<file path="config.mk">
export PLATFORM = sky130hd
export DESIGN_NAME = usb_ctl_ep_status
export DESIGN_NICKNAME = d
export VERILOG_FILES = /design/src/rtl/usb_ctl_ep_pkg.sv /design/src/rtl/usb_ep_flags.sv /design/src/rtl/usb_ep_toggle.sv /design/src/rtl/usb_ep_resp.sv /design/src/rtl/usb_ctl_ep_status.sv
export SDC_FILE = /design/constraint.sdc
export NUM_CORES = 1
export LEC_CHECK = 0
export BUFFER_PORTS_ARGS = -buffer_cell sky130_fd_sc_hd__buf_2
export CAP_MARGIN = 10
export CORE_ASPECT_RATIO = 1.25
export CORE_MARGIN = 3
export CORE_UTILIZATION = 30
export CTS_BUF_LIST = sky130_fd_sc_hd__clkbuf_4
export DETAILED_ROUTE_END_ITERATION = 10
export PLACE_DENSITY = 0.54
export SYNTH_ARGS = -nofsm -noshare
export SYNTH_HDL_FRONTEND = slang
export SYNTH_HIERARCHICAL = 1
export SYNTH_SLANG_ARGS = --single-unit
</file>
<file path="constraint.sdc">
create_clock -name clk -period 2 [get_ports clk]
set_input_delay 0.4 -clock clk [delete_from_list [all_inputs] [get_ports clk]]
set_output_delay 0.4 -clock clk [all_outputs]
set_load 0.02 [all_outputs]
</file>
<file path="src/rtl/usb_ctl_ep_pkg.sv">
package usb_ctl_ep_pkg;

  typedef enum logic [1:0] {
    PK_SETUP = 2'd0,
    PK_OUT   = 2'd1,
    PK_IN    = 2'd2,
    PK_HACK  = 2'd3
  } pkt_kind_e;

  typedef enum logic [2:0] {
    HS_NONE  = 3'd0,
    HS_ACK   = 3'd1,
    HS_NAK   = 3'd2,
    HS_STALL = 3'd3,
    HS_DATA  = 3'd4
  } hs_e;

  localparam int FLAG_W    = 6;
  localparam int F_DIR     = 0;
  localparam int F_TXRDY   = 1;
  localparam int F_TXDONE  = 2;
  localparam int F_RXOUT   = 3;
  localparam int F_RXSETUP = 4;
  localparam int F_STALL   = 5;

  // bits firmware may set; the others are hardware-set, firmware-cleared
  localparam logic [FLAG_W-1:0] CPU_SET_MASK = 6'b100011;
  // bits that raise the interrupt
  localparam logic [FLAG_W-1:0] IRQ_MASK     = 6'b011100;
  // bits that keep the FIFO owned
  localparam logic [FLAG_W-1:0] HOLD_MASK    = 6'b011010;

endpackage

</file>
<file path="src/rtl/usb_ep_flags.sv">
module usb_ep_flags
  import usb_ctl_ep_pkg::*;
#(
  parameter int              W         = FLAG_W,
  parameter logic [W-1:0]    SET_MASK  = CPU_SET_MASK,
  parameter int              WIPE_KEEP = F_RXSETUP
) (
  input  logic         clk,
  input  logic         rst,
  input  logic [W-1:0] cpu_set,
  input  logic [W-1:0] cpu_clr,
  input  logic [W-1:0] hw_set,
  input  logic [W-1:0] hw_clr,
  input  logic         wipe,
  output logic [W-1:0] flags_q,
  output logic [W-1:0] flags_nxt
);

  // priority per bit: wipe, hardware set, hardware clear, firmware set, firmware clear
  for (genvar i = 0; i < W; i++) begin : g_bit
    localparam logic KEEP = (i == WIPE_KEEP);
    assign flags_nxt[i] = wipe                      ? KEEP :
                          hw_set[i]                 ? 1'b1 :
                          hw_clr[i]                 ? 1'b0 :
                          (SET_MASK[i] & cpu_set[i]) ? 1'b1 :
                          cpu_clr[i]                ? 1'b0 :
                                                      flags_q[i];
  end

  always_ff @(posedge clk) begin
    if (rst) flags_q <= '0;
    else     flags_q <= flags_nxt;
  end

endmodule

</file>
<file path="src/rtl/usb_ep_toggle.sv">
module usb_ep_toggle #(
  parameter int N = 2
) (
  input  logic         clk,
  input  logic         rst,
  input  logic         restart,
  input  logic [N-1:0] flip,
  output logic [N-1:0] tog_q
);

  always_ff @(posedge clk) begin
    if (rst)          tog_q <= '0;
    else if (restart) tog_q <= '1;
    else              tog_q <= tog_q ^ flip;
  end

endmodule

</file>
<file path="src/rtl/usb_ep_resp.sv">
module usb_ep_resp
  import usb_ctl_ep_pkg::*;
(
  input  logic              valid,
  input  logic [1:0]        kind,
  input  logic              pid1,
  input  logic [FLAG_W-1:0] flags,
  input  logic              tog_in,
  input  logic              tog_out,
  input  logic              in_flight,
  output hs_e               hs,
  output logic              setup_evt,
  output logic              out_accept,
  output logic              in_send,
  output logic              in_done,
  output logic              pid_sel
);

  logic stalled, out_busy;
  assign stalled  = flags[F_STALL];
  assign out_busy = flags[F_RXOUT] | flags[F_RXSETUP];
  // status stage (dir=0) always answers with DATA1
  assign pid_sel  = flags[F_DIR] ? tog_in : 1'b1;

  always_comb begin
    hs         = HS_NONE;
    setup_evt  = 1'b0;
    out_accept = 1'b0;
    in_send    = 1'b0;
    in_done    = 1'b0;
    if (valid) begin
      case (pkt_kind_e'(kind))
        PK_SETUP: begin
          hs        = HS_ACK;
          setup_evt = 1'b1;
        end
        PK_OUT: begin
          if (stalled)       hs = HS_STALL;
          else if (out_busy) hs = HS_NAK;
          else begin
            hs         = HS_ACK;
            out_accept = (pid1 == tog_out);
          end
        end
        PK_IN: begin
          if (stalled)             hs = HS_STALL;
          else if (!flags[F_TXRDY]) hs = HS_NAK;
          else begin
            hs      = HS_DATA;
            in_send = 1'b1;
          end
        end
        default: in_done = in_flight;
      endcase
    end
  end

endmodule

</file>
<file path="src/rtl/usb_ctl_ep_status.sv">
module usb_ctl_ep_status
  import usb_ctl_ep_pkg::*;
#(
  parameter int CNT_W = 7
) (
  input  logic              clk,
  input  logic              rst,
  input  logic [5:0]        cpu_set_i,
  input  logic [5:0]        cpu_clr_i,
  input  logic              irq_en_i,
  input  logic              pkt_valid_i,
  input  logic [1:0]        pkt_kind_i,
  input  logic              pkt_pid1_i,
  input  logic [CNT_W-1:0]  fifo_cnt_i,
  output logic [5:0]        status_o,
  output logic [2:0]        hs_o,
  output logic              tx_pid1_o,
  output logic              tx_zlp_o,
  output logic              irq_o,
  output logic              fifo_free_o
);

  localparam int NDIR  = 2;
  localparam int T_IN  = 0;
  localparam int T_OUT = 1;

  logic [FLAG_W-1:0] flags_q, flags_nxt, hw_set, hw_clr;
  logic [NDIR-1:0]   tog_q, tog_flip;
  logic              in_flight_q;
  hs_e               hs, hs_q;
  logic              setup_evt, out_accept, in_send, in_done, pid_sel;
  logic              tx_pid1_q, tx_zlp_q, irq_q, free_q;

  usb_ep_resp u_resp (
    .valid      (pkt_valid_i),
    .kind       (pkt_kind_i),
    .pid1       (pkt_pid1_i),
    .flags      (flags_q),
    .tog_in     (tog_q[T_IN]),
    .tog_out    (tog_q[T_OUT]),
    .in_flight  (in_flight_q),
    .hs         (hs),
    .setup_evt  (setup_evt),
    .out_accept (out_accept),
    .in_send    (in_send),
    .in_done    (in_done),
    .pid_sel    (pid_sel)
  );

  always_comb begin
    hw_set           = '0;
    hw_clr           = '0;
    hw_set[F_TXDONE] = in_done;
    hw_clr[F_TXRDY]  = in_done;
    hw_set[F_RXOUT]  = out_accept;
  end

  usb_ep_flags u_flags (
    .clk       (clk),
    .rst       (rst),
    .cpu_set   (cpu_set_i),
    .cpu_clr   (cpu_clr_i),
    .hw_set    (hw_set),
    .hw_clr    (hw_clr),
    .wipe      (setup_evt),
    .flags_q   (flags_q),
    .flags_nxt (flags_nxt)
  );

  assign tog_flip[T_IN]  = in_done;
  assign tog_flip[T_OUT] = out_accept;

  usb_ep_toggle #(.N(NDIR)) u_tog (
    .clk     (clk),
    .rst     (rst),
    .restart (setup_evt),
    .flip    (tog_flip),
    .tog_q   (tog_q)
  );

  always_ff @(posedge clk) begin
    if (rst) begin
      hs_q        <= HS_NONE;
      tx_pid1_q   <= 1'b0;
      tx_zlp_q    <= 1'b0;
      irq_q       <= 1'b0;
      free_q      <= 1'b1;
      in_flight_q <= 1'b0;
    end else begin
      hs_q   <= hs;
      irq_q  <= irq_en_i & |(flags_nxt & IRQ_MASK);
      free_q <= ~|(flags_nxt & HOLD_MASK);
      if (in_send) begin
        tx_pid1_q <= pid_sel;
        tx_zlp_q  <= (fifo_cnt_i == '0);
      end
      if (setup_evt)    in_flight_q <= 1'b0;
      else if (in_send) in_flight_q <= 1'b1;
      else if (in_done) in_flight_q <= 1'b0;
    end
  end

  assign status_o    = flags_q;
  assign hs_o        = hs_q;
  assign tx_pid1_o   = tx_pid1_q;
  assign tx_zlp_o    = tx_zlp_q;
  assign irq_o       = irq_q;
  assign fifo_free_o = free_q;

endmodule

</file>
==> flow_metrics.tcl, run 1 <==
set metrics [dict create \
    outcome "finished clean" \
    ios 39 \
    met2_usage_pct 19.1 \
    power.density_nw_per_um2 591 \
    grt_use_met1_pct 13.7 \
    finalNetCount 163 \
    diodes 0 \
    period_share_pct 83.3 \
    grt_usage_pct 11.1 \
    ir_worst_vdd_v 0.000345 \
    syn_inst 84 \
    dieWidth_um 50.9 \
    worst_skew_pair.late_latency_ns 0.28 \
    area_growth_pct 39.7 \
    min_path_type "in -> reg" \
    post_cts_resized 0 \
    grt_setup_unrepaired "false" \
    io_buffers 35 \
    end_kind "flop" \
    post-route-cell-area_um2 1060 \
    drv_cap 0 \
    cts_tree "done" \
    synth.avg_cell_area_um2 9.00 \
    globalplace.congestion 0.702 \
    power_leakage_nw 0.481 \
    finalHoldViolCount 0 \
    post-dp-hpwl_um 1300 \
    ys.warnings.count 6 \
    vias 719 \
    grt_pass1_vias 679 \
    postCtsHoldBufs 0 \
    die_h_um 62.1 \
    syn-cell-area_um2 756 \
    cts.sinks 16 \
    slew_viol_final 0 \
    setup_tns_ns 0 \
    clock_skew_ns 0.00417 \
    root_buffer "clkbuf_4" \
    grt_pass1_wl_um 2830 \
    post-route-min-period_ns 1.67 \
    crit_fanout 4 \
    antenna_found_initial 0 \
    wl_per_cell_um 9.76 \
    htreeDepth 1 \
    ant_nets 0 \
    drt-initial-drc-count 19 \
    dieArea_um2 3160 \
    placed_area_um2 1030 \
    overflow 0 \
    grt.busiest_layer "met2" \
    setup_viol_count_final 0 \
    route.detailed.drc 0 \
    crit_type "reg -> reg" \
    use_met3_pct 1.67 \
    core_area_um2 2310 \
    clock.fmax_ghz 0.601 \
    avgViaCountPerCell 4.31 \
    grt_max_degree 17 \
    initial_core_util_pct 32.8 \
    clk_path_buf_depth 2 \
    startpoint_type "flop" \
    drt-pass1-iter-count 4 \
    clkTransAtPathRegs_ns 0.10 \
    drive_above_1_share_pct 34.6 \
    drt-total-wl_um 1630 \
    rows 19 \
    fill_cells 250 \
    cp.arrival_ns 1.84 \
    required_ns 2.18 \
    postCtsSetupBuffers 0 \
    cts_buffers 3 \
]
==> layout make-up <==
| type | count | area, um2 | area share (%) |
|---|---|---|---|
| Clock buffer | 3 | 22.5 | 2.13 |
| Tap cell | 31 | 38.8 | 3.67 |
| Multi-Input combinational cell | 72 | 450 | 42.7 |
| Inverter | 6 | 22.5 | 2.13 |
| Timing Repair Buffer | 38 | 198 | 18.7 |
| Sequential cell | 16 | 320 | 30.3 |
| Clock inverter | 1 | 3.75 | 0.355 |
==> critical path, stage by stage (launching register included) <==
cell and delay (ns):
dfxtp_1 0.35, or3_4 0.40, nor3b_2 0.24, inv_1 0.08, a21oi_1 0.18, nor3_1 0.07
or2_2 0.26
==> worst paths after layout <==
path	startpoint	to	slack, ns	depth (start not counted)
setup reg to reg	u_flags/flags_q[4]	fifo_free_o	0.33	6
setup / recovery	u_flags/flags_q[4]	fifo_free_o	0.33	6
hold / removal	irq_en_i	irq_o	0.38	2
hold reg to reg	tx_zlp_o	tx_zlp_o	0.49	2
==> stage by stage <==
step	setup slack (ns)	cells	hold slack (ns)	utilization, %	total power [mW]
after floorplan	0.340	95	0.462	-	0.411
after global placement	0.307	163	0.474	44.7	0.461
after CTS	0.318	167	0.369	45.8	0.636
after detailed placement	0.315	163	0.478	44.7	0.462
after global routing	0.252	167	0.366	45.8	0.666
final	0.335	167	0.377	45.8	0.625
==> state kept, by name (all words and copies together) (netlist names) <==
register	cells
hs_o	3
u_tog/tog_q	2
tx_pid1_o	1
in_flight_q	1
fifo_free_o	1
irq_o	1
tx_zlp_o	1
u_flags/flags_q	6
==> where the power goes <==
group,total (mW),switching [mW],internal (mW)
registers,0.343,0.00956,0.333
clock network,0.172,0.0998,0.0722
logic,0.110,0.0569,0.0529
==> routing by layer <==
| layer | wire (um) | vias to the layer above |
|---|---|---|
| li1 | - | 387 |
| met1 | 718 | 311 |
| met2 | 796 | 19 |
| met3 | 97 | 2 |
| met4 | 17 | 0 |
| met5 | 0 | - |
==> layout by cell type (no fill, tap or decap), types with 2 or more instances in the layout <==
cell        n
nor2_1      6
a211oi_1    3
buf_4       3
nor4_1      2
inv_1       6
or3b_1      2
nor2b_1     7
nor3_1      5
conb_1     12
dfxtp_1    16
buf_2      35
xnor2_1     2
clkbuf_4    3
a2111oi_0   3
nand2b_1    8
a21oi_1     6
nand2_1     2
(Power assumes the default switching activity.)
==> run 2, diff against run 1 <==
--- a/config.mk
+++ b/config.mk
@@ -5,6 +5,7 @@
 export SDC_FILE = /design/constraint.sdc
 export NUM_CORES = 1
 export LEC_CHECK = 0
+export ABC_AREA = 1
 export BUFFER_PORTS_ARGS = -buffer_cell sky130_fd_sc_hd__buf_2
 export CAP_MARGIN = 10
 export CORE_ASPECT_RATIO = 1.25
==> constraint.sdc (replaced) <==
create_clock -name clk -period 1.4 [get_ports clk]
set_input_delay 0.28 -clock clk [delete_from_list [all_inputs] [get_ports clk]]
set_output_delay 0.28 -clock clk [all_outputs]
set_load 0.02 [all_outputs]
==> run 2 against run 1 <==
Compared with the run above: worst hold slack lost 0.16 ns; die area is 9.7% higher; maximum frequency up 37%; combinational power increased by 63%; clock power up 46%; synthesized area rose by 11%; synthesized cell count rose by 67%; critical endpoint is now irq_o; largest cell class unchanged; highest routed layer is now met3.
==> flow_metrics.tcl, run 2 <==
set metrics [dict create \
    outcome "finished clean" \
    cts_tree "done" \
    met2_usage_pct 21.2 \
    grt_pass1_wl_um 3110 \
    core_area_um2 2550 \
    setup_viol_count_final 0 \
    htreeDepth 1 \
    drive_above_1_share_pct 26.3 \
    slew_viol_final 0 \
    use_met3_pct 2.27 \
    area_growth_pct 36.0 \
    dp_worst_setup_slack_ns 0.0215 \
    r2r-end "irq_o" \
    avgViaCountPerCell 3.93 \
    grt_pass1_vias 841 \
    post-dp-hpwl_um 1500 \
    drt-total-wl_um 1810 \
    r2r_cells 9 \
    ant_nets 0 \
    regMostFlops "u_flags/flags_q" \
    cts.sinks 16 \
    diodes 0 \
    syn-cell-area_um2 838 \
    setup_tns_ns 0 \
    overflow 0 \
    min_path_type "in -> reg" \
    final_cell_mix "inv_1 (39), nand2_1 (37), buf_2 (35)" \
    end_kind "flop" \
    initial_core_util_pct 32.8 \
    grt.busiest_layer "met2" \
    ios 39 \
    dieWidth_um 53.3 \
    vias 877 \
    drv_cap 0 \
    cp-endpoint "irq_o" \
    globalplace.congestion 0.756 \
    clk_path_buf_depth 2 \
    dieArea_um2 3470 \
    cts_buffers 3 \
    clock_skew_ns 0.00554 \
    crit_fanout 3 \
    grt_max_degree 13 \
    io_buffers 35 \
    setup.worst_path.start "u_flags/flags_q[4]" \
    grt_use_met1_pct 13.2 \
    wl_per_cell_um 8.11 \
    startpoint_type "flop" \
    power.density_nw_per_um2 807 \
    regToRegSetupSlack_ns 0.18 \
    post-route-min-period_ns 1.22 \
    drt-pass1-iter-count 4 \
    period_share_pct 86.9 \
    timing.hold.ws_ns 0.216 \
    synth.avg_cell_area_um2 5.99 \
    clock.fmax_ghz 0.822 \
    power_leakage_nw 0.628 \
    clkTransAtPathRegs_ns 0.10 \
    finalHoldViolCount 0 \
    worst_skew_pair.late_latency_ns 0.28 \
    finalNetCount 217 \
    r2r-start "u_flags/flags_q[4]" \
    route.detailed.drc 0 \
    syn_inst 140 \
    rows 20 \
    root_buffer "clkbuf_4" \
    final_common_cell "inv_1" \
    postCtsHoldBufs 0 \
    grt_usage_pct 11.4 \
    die_h_um 65.1 \
    required_ns 1.63 \
    antenna_found_initial 0 \
    largest_reg_flops 6 \
    drt-initial-drc-count 7 \
    ys.warnings.count 6 \
    fin_ws_ns 0.184 \
    ir_worst_vdd_v 0.000414 \
    crit_type "reg -> reg" \
    cp.arrival_ns 1.44 \
    grt_setup_unrepaired "false" \
]
==> run 2: final cells by class <==
type | instances | area (um2)
Fill cell | 303 | 1410
Multi-Input combinational cell | 90 | 395
Sequential cell | 16 | 322
Timing Repair Buffer | 38 | 198
Inverter | 42 | 158
Tap cell | 33 | 41.3
Clock buffer | 3 | 22.5
Clock inverter | 1 | 3.75
==> run 2: how the worst min path moves through the flow <==
stage / from / slack, ns / depth (start not counted) / end
global placement: tx_pid1_o / 0.48 / 2 / tx_pid1_o
detailed placement: tx_pid1_o / 0.49 / 2 / tx_pid1_o
global route: irq_en_i / 0.25 / 3 / irq_o
CTS: irq_en_i / 0.21 / 3 / irq_o
floorplan: rst / 0.35 / 1 / u_flags/flags_q[4]
finish: irq_en_i / 0.22 / 3 / irq_o
==> run 2: power by group <==
group          total (mW)  internal, mW  switching, mW
Sequential          0.489         0.477         0.0128
Clock               0.251         0.103          0.148
Combinational       0.179        0.0743          0.104
==> run 2: timing repair <==
action,CTS,global route
resized for setup,0,3
hold endpoints to repair,0,0
buffers inserted,0,0
setup endpoints to repair,0,2
==> run 2: worst max-delay path, cell delays in order (launching register included) <==
cell and delay (ns):
dfxtp_1 0.34, nor2_2 0.12, nand2_1 0.09, nor3_2 0.21, inv_1 0.06, nand2_1 0.06
inv_1 0.05, nor2_2 0.10, nor3_1 0.05, nor2_1 0.08
==> run 2: per-layer routing <==
| layer | part of all wire [%] | vias up |
|---|---|---|
| met2 | 48 | 26 |
| met4 | 0 | 0 |
| li1 | - | 493 |
| met5 | 0 | - |
| met3 | 7.4 | 0 |
| met1 | 45 | 358 |
==> run 2: metrics by stage <==
stage               instances  utilization [%]  area, um2  total power [mW]
floorplan                 148                -        868             0.604
global placement          219             43.4       1110             0.676
detailed placement        219             43.4       1110             0.679
CTS                       223             44.4       1130             0.934
global route              223             44.7       1140             0.980
finish                    223             44.7       1140             0.919
==> run 3, diff against run 2 <==
--- a/config.mk
+++ b/config.mk
@@ -13,6 +13,7 @@
 export CORE_UTILIZATION = 30
 export CTS_BUF_LIST = sky130_fd_sc_hd__clkbuf_4
 export DETAILED_ROUTE_END_ITERATION = 10
+export GPL_TIMING_DRIVEN = 0
 export PLACE_DENSITY = 0.54
 export SYNTH_ARGS = -nofsm -noshare
 export SYNTH_HDL_FRONTEND = slang
==> run 3 against run 2 <==
Compared with the run above: design area is the same; clock-buffer cell count is the same; combinational power is essentially flat; sequential share of layout area is the same; global-route usage shrank 0.49 points; utilization is the same; worst setup slack lost 0.025 ns; worst hold slack gained 0.0058 ns; sequential power is essentially flat; clock skew shrank 0.0013 ns; critical path type unchanged; critical endpoint is now fifo_free_o.
==> flow_metrics.tcl, run 3 (synthesized netlist as in run 2, its figures left out) <==
set metrics [dict create \
    comb_power_share_pct 20.0 \
    route.detailed.drc 0 \
    ant_nets 0 \
    root_buffer "clkbuf_4" \
    ios 39 \
    die_h_um 65.1 \
    period_share_pct 88.7 \
    cts.sinks 16 \
    clock.fmax_ghz 0.805 \
    initial_core_util_pct 32.8 \
    r2r-end "fifo_free_o" \
    clkTransAtPathRegs_ns 0.09 \
    grt_pass1_vias 758 \
    power.density_nw_per_um2 797 \
    setup_tns_ns 0 \
    cts_buffers 3 \
    drv_cap 0 \
    intPower_mw 0.650 \
    cp.arrival_ns 1.43 \
    crit_fanout 5 \
    ir_worst_vdd_v 0.000341 \
    min_path_type "in -> reg" \
    grt_pass1_wl_um 2880 \
    io_buffers 35 \
    setup_viol_count_final 0 \
    regMostFlops "u_flags/flags_q" \
    grt_usage_pct 10.9 \
    crit_chain "nand2_1, nor2_1, inv_1, nand2_1, nand2_1, nand2_1, inv_1, o31ai_1" \
    drive_above_1_share_pct 26.7 \
    finalNetCount 215 \
    dieArea_um2 3470 \
    globalplace.congestion 0.720 \
    timing.hold.ws_ns 0.222 \
    drt-pass1-iter-count 4 \
    multi_input_area_um2 414 \
    startpoint_type "flop" \
    tightest_slew_ns 0.513 \
    worst_skew_pair.late_latency_ns 0.28 \
    grt_max_degree 13 \
    diodes 0 \
    avgViaCountPerCell 3.99 \
    power_leakage_nw 0.624 \
    drt-total-wl_um 1830 \
    crit_top_cell "nand2_1" \
    rows 20 \
    antenna_found_initial 0 \
    fill_cells 305 \
    cts_tree "done" \
    swShare_pct 28.4 \
    clock_skew_ns 0.00424 \
    dieWidth_um 53.3 \
    p_sw_mw 0.258 \
    drt-initial-drc-count 8 \
    min_from "irq_en_i" \
    outcome "finished clean" \
    area_growth_pct 36.0 \
    crit_type "reg -> reg" \
    slew_viol_final 0 \
    vias 878 \
    relSlewSlack_pct 65.6 \
    clk_path_buf_depth 2 \
    final_common_cell "inv_1" \
    wl_per_cell_um 8.33 \
    slowest_delay_ns 0.34 \
    regArea_um2 322 \
    finalPower_mw 0.908 \
    crit_path_top_delay_cell "dfxtp_1" \
    overflow 0 \
    post-dp-hpwl_um 1510 \
    r2r_cells 8 \
    end_kind "flop" \
    finalHoldViolCount 0 \
    required_ns 1.59 \
    final_cell_mix "inv_1 (39), nand2_1 (36), buf_2 (35)" \
    grt_setup_unrepaired "false" \
    largest_reg_flops 6 \
    holdPathStages 3 \
    htreeDepth 1 \
    holdPathEnd "irq_o" \
    postCtsHoldBufs 0 \
    post-route-min-period_ns 1.24 \
    pwr-share-clk_pct 25.9 \
    regToRegSetupSlack_ns 0.16 \
    power_frac_seq_pct 54.1 \
    core_area_um2 2550 \
    r2r-start "in_flight_q" \
]
[run 3: cell count changes in the layout (fill, tap and decap cells not counted)]
| cell | previous run | this run |
|---|---|---|
| buf_4 | 3 | 1 |
| nor2_4 | 0 | 1 |
| nor3_1 | 5 | 4 |
| nand2_2 | 0 | 1 |
| nor2_2 | 3 | 2 |
| clkinv_1 | 1 | 0 |
| nand2_1 | 37 | 36 |
| nor3_4 | 0 | 1 |
[run 3: stage by stage]
stage | worst slack, ns | cells | util [%] | instance area [um2]
global route | 0.00253 | 220 | 44.7 | 1140
floorplan | 0.133 | 148 | - | 868
finish | 0.158 | 220 | 44.7 | 1140
global placement | -0.365 | 216 | 42.5 | 1080
CTS | 0.0468 | 219 | 43.6 | 1110
detailed placement | -0.334 | 216 | 42.5 | 1080
[run 3: power groups by stage]
stage | logic (mW) | clock network (mW) | registers [mW]
after floorplan | 0.0841 | 0 | 0.520
after global placement | 0.172 | 0 | 0.500
after detailed placement | 0.173 | 0 | 0.500
after CTS | 0.175 | 0.247 | 0.490
after global routing | 0.207 | 0.270 | 0.494
final | 0.182 | 0.235 | 0.491
[run 3: cell type report]
| cell class | instances | share of cell area [%] |
|---|---|---|
| inverter | 42 | 13.8 |
| timing repair buffer | 36 | 16.0 |
| tap | 33 | 3.62 |
| sequential | 16 | 28.2 |
| clock buffer | 3 | 1.98 |
| multi-input combinational | 90 | 36.3 |
[run 3: layer usage]
layer	vias to the layer above	track usage [%]	wire length (um)
li1	488	-	-
met1	354	13.4	808
met2	34	18.9	858
met3	2	2.27	160
met4	0	2.88	4
met5	-	0	0
[run 3: worst max path at each step]
stage / startpoint / endpoint / slack, ns / cells after the start
CTS: u_flags/flags_q[4] / irq_o / 0.05 / 9
detailed placement: pkt_valid_i / fifo_free_o / -0.33 / 7
global route: in_flight_q / fifo_free_o / 0.003 / 8
floorplan: pkt_kind_i[0] / fifo_free_o / 0.13 / 5
global placement: pkt_valid_i / fifo_free_o / -0.37 / 7
finish: in_flight_q / fifo_free_o / 0.16 / 8
[run 3: what timing repair did]
action                     CTS  global route
cloned                       0             0
pin swaps                    0             2
setup endpoints to repair    1             2
gates resized for setup      1             6
buffers inserted             0             1
[run 3: critical path: cells and delay by family (launching register included)]
| family | cells | cell delay, ns |
|---|---|---|
| AO/OA/AOI/OAI | 1 | 0.19 |
| flip-flops | 1 | 0.34 |
| buffers and inverters | 2 | 0.12 |
| AND/OR/NAND/NOR | 5 | 0.52 |
